==> config.mk <==
export PLATFORM = sky130hd
export DESIGN_NAME = seg_agu
export DESIGN_NICKNAME = d
export VERILOG_FILES = /design/src/rtl/seg_agu_pkg.sv /design/src/rtl/seg_agu_offset.sv /design/src/rtl/seg_agu_desc_tab.sv /design/src/rtl/seg_agu_check.sv /design/src/rtl/seg_agu.sv
export SDC_FILE = /design/constraint.sdc
export NUM_CORES = 1
export LEC_CHECK = 0
export BUFFER_PORTS_ARGS = -buffer_cell sky130_fd_sc_hd__buf_2
export CORE_MARGIN = 2
export CORE_UTILIZATION = 35
export CTS_CLUSTER_DIAMETER = 150
export DETAILED_ROUTE_END_ITERATION = 16
export HOLD_SLACK_MARGIN = 0.05
export MAX_ROUTING_LAYER = met4
export PLACE_DENSITY = 0.48
export SYNTH_ARGS = -nofsm -noshare
export SYNTH_HDL_FRONTEND = slang
export SYNTH_HIERARCHICAL = 1
export SYNTH_SLANG_ARGS = --single-unit
==> constraint.sdc <==
create_clock -name clk -period 8 [get_ports clk]
set_input_delay 1.6 -clock clk [delete_from_list [all_inputs] [get_ports clk]]
set_output_delay 1.6 -clock clk [all_outputs]
set_load 0.01 [all_outputs]
==> src/rtl/seg_agu_pkg.sv <==
package seg_agu_pkg;

    localparam int AW     = 32;
    localparam int SEL_W  = 16;
    localparam int SIDX_W = 13;
    localparam int FLT_W  = 3;

    typedef enum logic [FLT_W-1:0] {
        FLT_NONE   = 3'd0,
        FLT_NULL   = 3'd1,
        FLT_PRIV   = 3'd2,
        FLT_LIMIT  = 3'd3,
        FLT_RANGE  = 3'd4,
        FLT_ABSENT = 3'd5
    } fault_e;

    typedef enum logic [1:0] {
        DSP_NONE = 2'd0,
        DSP_BYTE = 2'd1,
        DSP_WORD = 2'd2,
        DSP_RSVD = 2'd3
    } disp_sz_e;

    // Field order is behaviour: index in [15:3], table bit [2], level [1:0].
    typedef struct packed {
        logic [SIDX_W-1:0] idx;
        logic              ti;
        logic [1:0]        rpl;
    } sel_t;

    typedef struct packed {
        logic [AW-1:0] base;
        logic [AW-1:0] limit;
        logic          present;
        logic [1:0]    dpl;
    } desc_t;

    typedef struct packed {
        logic [AW-1:0] off;
        sel_t          sel;
        logic [1:0]    cpl;
    } stage1_t;

    function automatic logic [AW-1:0] ext_disp(input logic [AW-1:0] d,
                                               input disp_sz_e sz);
        case (sz)
            DSP_BYTE: ext_disp = {{(AW-8){d[7]}}, d[7:0]};
            DSP_WORD: ext_disp = d;
            default:  ext_disp = '0;
        endcase
    endfunction

    function automatic logic [1:0] weaker_level(input logic [1:0] a,
                                                input logic [1:0] b);
        weaker_level = (a > b) ? a : b;
    endfunction

endpackage

==> src/rtl/seg_agu_offset.sv <==
module seg_agu_offset
    import seg_agu_pkg::*;
(
    input  logic          clk,
    input  logic          rst,
    input  logic          in_valid,
    output logic          in_ready,
    input  logic [AW-1:0] base,
    input  logic          base_v,
    input  logic [AW-1:0] index,
    input  logic          index_v,
    input  logic [1:0]    scale,
    input  logic [AW-1:0] disp,
    input  logic [1:0]    disp_sz,
    input  logic [SEL_W-1:0] sel,
    input  logic [1:0]    cpl,
    input  logic          advance,
    output logic          s1_valid,
    output stage1_t       s1
);

    logic [AW-1:0] base_term;
    logic [AW-1:0] index_term;
    logic [AW-1:0] disp_term;
    logic [AW-1:0] off_c;
    logic          take;

    always_comb begin
        base_term  = base_v ? base : '0;
        index_term = (index_v ? index : '0) << scale;
        disp_term  = ext_disp(disp, disp_sz_e'(disp_sz));
        off_c      = base_term + index_term + disp_term;
    end

    assign in_ready = !s1_valid || advance;
    assign take     = in_valid && in_ready;

    always_ff @(posedge clk) begin
        if (rst) begin
            s1_valid <= 1'b0;
            s1       <= '0;
        end else if (in_ready) begin
            s1_valid <= in_valid;
            if (take) begin
                s1.off <= off_c;
                s1.sel <= sel_t'(sel);
                s1.cpl <= cpl;
            end
        end
    end

    // with no operand and no displacement the offset is zero
    a_r1_empty_operands_zero: assert property (@(posedge clk) disable iff (rst)
        (take && !base_v && !index_v && (disp_sz == 2'd0 || disp_sz == 2'd3))
        |=> (s1_valid && s1.off == '0));

    // an accepted request occupies stage one on the next edge
    a_r9_accept_fills: assert property (@(posedge clk) disable iff (rst)
        take |=> s1_valid);

endmodule

==> src/rtl/seg_agu_desc_tab.sv <==
module seg_agu_desc_tab
    import seg_agu_pkg::*;
#(
    parameter int IDX_W = 2
) (
    input  logic             clk,
    input  logic             rst,
    input  logic             we,
    input  logic             w_ti,
    input  logic [IDX_W-1:0] w_idx,
    input  desc_t            w_desc,
    input  logic             r_ti,
    input  logic [IDX_W-1:0] r_idx,
    output desc_t            r_desc
);

    localparam int ENTRIES = 1 << IDX_W;
    localparam int BANKS   = 2;

    desc_t bank_q [BANKS][ENTRIES];

    for (genvar b = 0; b < BANKS; b++) begin : g_bank
        for (genvar e = 0; e < ENTRIES; e++) begin : g_entry
            always_ff @(posedge clk) begin
                if (rst) begin
                    bank_q[b][e] <= '0;
                end else if (we && (w_ti == 1'(b)) && (w_idx == IDX_W'(e))) begin
                    bank_q[b][e] <= w_desc;
                end
            end
        end
    end

    // Write-through so a write on the same edge as the read is seen.
    always_comb begin
        if (we && (w_ti == r_ti) && (w_idx == r_idx)) begin
            r_desc = w_desc;
        end else begin
            r_desc = bank_q[r_ti][r_idx];
        end
    end

endmodule

==> src/rtl/seg_agu_check.sv <==
module seg_agu_check
    import seg_agu_pkg::*;
#(
    parameter int IDX_W = 2
) (
    input  logic             clk,
    input  logic             rst,
    input  logic             s1_valid,
    input  stage1_t          s1,
    input  desc_t            desc,
    input  logic             out_ready,
    output logic             advance,
    output logic             out_valid,
    output logic [AW-1:0]    out_linear,
    output logic [FLT_W-1:0] out_fault
);

    fault_e        fault_c;
    logic [AW-1:0] lin_c;
    logic          idx_high;
    logic          is_null;
    logic [1:0]    eff_pl;

    always_comb begin
        idx_high = (s1.sel.idx >> IDX_W) != '0;
        is_null  = !s1.sel.ti && (s1.sel.idx == '0);
        eff_pl   = weaker_level(s1.cpl, s1.sel.rpl);
        if (is_null)                 fault_c = FLT_NULL;
        else if (idx_high)           fault_c = FLT_RANGE;
        else if (!desc.present)      fault_c = FLT_ABSENT;
        else if (eff_pl > desc.dpl)  fault_c = FLT_PRIV;
        else if (s1.off > desc.limit) fault_c = FLT_LIMIT;
        else                         fault_c = FLT_NONE;
        lin_c = (fault_c == FLT_NONE) ? (desc.base + s1.off) : '0;
    end

    assign advance = !out_valid || out_ready;

    always_ff @(posedge clk) begin
        if (rst) begin
            out_valid  <= 1'b0;
            out_linear <= '0;
            out_fault  <= '0;
        end else if (advance) begin
            out_valid <= s1_valid;
            if (s1_valid) begin
                out_linear <= lin_c;
                out_fault  <= fault_c;
            end
        end
    end

    // a clean result never exceeds the limit
    always_comb begin
        if (!rst && s1_valid && fault_c == FLT_NONE) begin
            a_r5_clean_within_limit: assert (s1.off <= desc.limit);
        end
    end

    // held result stays stable under back-pressure
    a_r9_hold_stable: assert property (@(posedge clk) disable iff (rst)
        (out_valid && !out_ready) |=> (out_valid && $stable(out_linear) && $stable(out_fault)));

    // faulted results carry a zero address
    a_r4_fault_zero_linear: assert property (@(posedge clk) disable iff (rst)
        (out_valid && out_fault != '0) |-> (out_linear == '0));

    // reset empties the output stage
    a_r10_reset_empty: assert property (@(posedge clk)
        rst |=> !out_valid);

    // only defined fault codes appear
    a_r8_code_defined: assert property (@(posedge clk) disable iff (rst)
        out_valid |-> (out_fault <= 3'd5));

endmodule

==> src/rtl/seg_agu.sv <==
module seg_agu
    import seg_agu_pkg::*;
#(
    parameter int IDX_W = 2
) (
    input  logic             clk,
    input  logic             rst,
    input  logic             in_valid,
    output logic             in_ready,
    input  logic [31:0]      in_base,
    input  logic             in_base_v,
    input  logic [31:0]      in_index,
    input  logic             in_index_v,
    input  logic [1:0]       in_scale,
    input  logic [31:0]      in_disp,
    input  logic [1:0]       in_disp_sz,
    input  logic [15:0]      in_sel,
    input  logic [1:0]       in_cpl,
    output logic             out_valid,
    input  logic             out_ready,
    output logic [31:0]      out_linear,
    output logic [2:0]       out_fault,
    input  logic             dt_we,
    input  logic             dt_ti,
    input  logic [IDX_W-1:0] dt_idx,
    input  logic [31:0]      dt_base,
    input  logic [31:0]      dt_limit,
    input  logic             dt_present,
    input  logic [1:0]       dt_dpl
);

    logic    s1_valid;
    stage1_t s1;
    logic    advance;
    desc_t   w_desc;
    desc_t   r_desc;

    assign w_desc = '{base: dt_base, limit: dt_limit, present: dt_present, dpl: dt_dpl};

    seg_agu_offset u_offset (
        .clk      (clk),
        .rst      (rst),
        .in_valid (in_valid),
        .in_ready (in_ready),
        .base     (in_base),
        .base_v   (in_base_v),
        .index    (in_index),
        .index_v  (in_index_v),
        .scale    (in_scale),
        .disp     (in_disp),
        .disp_sz  (in_disp_sz),
        .sel      (in_sel),
        .cpl      (in_cpl),
        .advance  (advance),
        .s1_valid (s1_valid),
        .s1       (s1)
    );

    seg_agu_desc_tab #(.IDX_W(IDX_W)) u_tab (
        .clk    (clk),
        .rst    (rst),
        .we     (dt_we),
        .w_ti   (dt_ti),
        .w_idx  (dt_idx),
        .w_desc (w_desc),
        .r_ti   (s1.sel.ti),
        .r_idx  (s1.sel.idx[IDX_W-1:0]),
        .r_desc (r_desc)
    );

    seg_agu_check #(.IDX_W(IDX_W)) u_check (
        .clk        (clk),
        .rst        (rst),
        .s1_valid   (s1_valid),
        .s1         (s1),
        .desc       (r_desc),
        .out_ready  (out_ready),
        .advance    (advance),
        .out_valid  (out_valid),
        .out_linear (out_linear),
        .out_fault  (out_fault)
    );

    // an empty pipeline always accepts
    a_r10_ready_when_empty: assert property (@(posedge clk) disable iff (rst)
        (!s1_valid && !out_valid) |-> in_ready);

endmodule

==> results.yml <==
global_routing:
  grt_pass1_wl_um: 162000
  grt_pass1_vias: 23600
  globalRouteOverflowTotal: 0
  grt_antenna_before_repair: 12
  grt_max_degree: 68
  track_usage_pct: 22.3
finish:
  final_common_cell: "and2_1"
  drive_gt1_share_pct: 25.2
  n_fill_cell: 9290
  layout_common_cells: "and2_1 (554), edfxtp_1 (536), buf_2 (230), nand2_1 (230), mux4_2 (162)"
  syn2layout_area_growth_pct: 14.6
  layoutNonFillerInstCount: 4256
  nets: 3227
synth:
  ys.flop_type: "edfxtp_1"
  synth-async-reset-ratio_pct: 0
  syn-num-nets: 3038
  yosys_register_bits: 623
  netlist_instances: 2710
  yosysWarnings: 6
  synth_cell_types: 93
  synth_edf_count: 536
  synth_top_cell_by_area: "edfxtp_1"
  synth_area_sq_mm: 0.0346
  synth.area.top_cells: "edfxtp_1 (47%), mux4_2 (11%), and2_1 (10%)"
  syn_avg_cell_area_sq_um: 12.8
  seq_area_frac_synth_pct: 51.6
  yosysTopAreaCellShare_pct: 46.5
timing:
  clock.fmax_ghz: 0.181
  finalSetupViolations: 0
  hold_viol: 0
  tightest_slew_ns: 1.16
  rsz0062_at_grt: "no"
  fin_crit_ns: 5.52
  tns_ns: 0
  slew-limit-headroom_pct: 22.2
  slew_violations: 0
  fin_crit_sh_pct: 69.0
  finClkSkew_ns: 0.0254
route:
  drc: 0
  drtIter0Drc: 1903
  detail-route-antenna-nets: 0
  routedWlPerCell_um: 25.9
  via_count: 22800
  totalWireLength_um: 110000
  drtPass1Iterations: 5
  vias_per_cell: 5.37
die:
  core_region_area_sq_mm: 0.0981
  start_util_pct: 35.2
  num_rows: 115
  die_h_um: 318
  dieWidth_um: 318
  pin_count: 232
  dieArea_sq_mm: 0.101
clock_tree:
  clock-sinks: 623
  holdBufCountCts: 0
  insertion_delay_ns: 0.63
  numCtsBuffers: 75
  cts_htree_levels: 3
  post_cts_buffers: 0
  tritoncts: "yes"
  clockRootBuffer: "clkbuf_16"
  path_clk_slew_ns: 0.06
  cts_buffer_depth: 3
  cts_resized: 0
pwr:
  clockPowerShare_pct: 39.3
  power.switching_mw: 2.38
  ir_worst_vdd_v: 0.000122
  combPwrFrac_pct: 17.0
  p_leak_nw: 15.2
  switching_share_pct: 26.9
  internal-power_mw: 6.48
  power_frac_seq_pct: 43.7
  cellPowerDensity_mw_per_mm2: 224
placement:
  globalplace.congestion: 0.911
  io_buffers: 231
  placedCellCount: 4109
  hpwl_um: 71700
setup_path:
  cp.required_ns: 8.48
  critPathCaptureType: "register"
  cp_data_arrival_time_ns: 6.00
  path_max_fanout: 35
  r2r_cells: 14
  cp-start-kind: "register"
  crit_type: "register to register"
worst_hold_path:
  holdCritPathClass: "register to register"
  min_path_cells: 2
job:
  maxCapViolCount: 0
run_status:
  status: "finished, final reports clean"
power groups by stage:
stage	sequential [mW]	combinational, mW	clock [mW]
after global placement	3.93	1.49	0
after floorplan	3.88	1.03	0
after detailed placement	3.94	1.50	0
after global routing	3.89	1.65	3.68
final	3.87	1.51	3.48
after CTS	3.87	1.51	3.56
critical path, cell delays in order (launching register included):
cell and delay, ns:
dfxtp_4 0.80, buf_12 0.40, buf_4 0.62, mux4_2 0.61
mux2_2 0.27, mux2_2 0.30, ha_1 0.38, a21oi_1 0.33
nand2_1 0.13, a21o_1 0.21, o21ai_0 0.28, a311oi_2 0.26
a311oi_1 0.37, xor2_1 0.24, o21ai_1 0.08
state kept, by name, summed over array words and instances, names as in the netlist:
register and count:
u_check/out_valid 1, u_check/out_fault 3, u_tab/bank_q 536, u_offset/s1 50
u_check/out_linear 32, u_offset/s1_valid 1
kinds of logic (layout without fill, tap and decap cells):
family	count (synthesis)	in the layout	share of synthesized area, %
simple gates	989	989	16.0
mux	305	305	15.7
other cells	0	11	0
buf+inv	270	518	3.40
xor+xnor	38	38	0.963
flops	623	623	51.6
compound gates	352	352	6.83
fa+ha+maj	133	133	5.53
metal layers:
metal / vias up / global-route usage [%] / part of all wire (%)
met3: 135 / 3.19 / 5.3
li1: 10300 / - / -
met4: 0 / 6.02 / 2.4
met1: 11700 / 29.1 / 44
met5: - / - / 0
met2: 730 / 36.3 / 48
metrics by stage:
step	setup slack, ns	utilization, %	hold WS [ns]	area (sq um)	power [mW]
2_1_floorplan	0.625	-	0.436	34600	4.91
3_3_place_gp	1.82	37.8	0.441	37100	5.42
3_5_place_dp	1.84	37.8	0.444	37100	5.44
4_1_cts	2.35	40.4	0.452	39600	8.95
5_1_grt	2.06	40.4	0.470	39600	9.22
6_report	2.48	40.4	0.446	39600	8.86
cell type report:
type | count | area, sq um | area share (%)
Inverter | 113 | 424 | 1.07
Timing Repair Buffer | 269 | 1510 | 3.80
Multi-Input combinational cell | 1817 | 15700 | 39.7
Clock buffer | 100 | 2060 | 5.20
Antenna cell | 11 | 27.5 | 0.0694
Sequential cell | 623 | 17800 | 45.0
Tap cell | 1287 | 1610 | 4.06
Clock inverter | 36 | 438 | 1.10
synthesized netlist by cell type (23+ instances only):
master    instances
o21ai_0          49
nand2_1         231
mux2_2           92
a21o_1           44
ha_1            100
and2_1          554
edfxtp_1        536
inv_1           113
mux2_4           45
nor2_1           51
clkbuf_1        113
buf_2            23
dfxtp_1          87
nand3_1          23
mux4_2          162
a21oi_1         118
fa_1             33
path summary, 6_finish.rpt:
kind,from,endpoint,slack (ns)
hold / removal,u_check/out_linear[20],u_check/out_linear[20],0.45
setup reg to reg,u_offset/s1[4],u_check/out_linear[27],2.48
hold reg to reg,u_check/out_linear[20],u_check/out_linear[20],0.45
setup / recovery,u_offset/s1[4],u_check/out_linear[27],2.48
Note: power is estimated with default switching activity, not from simulation.
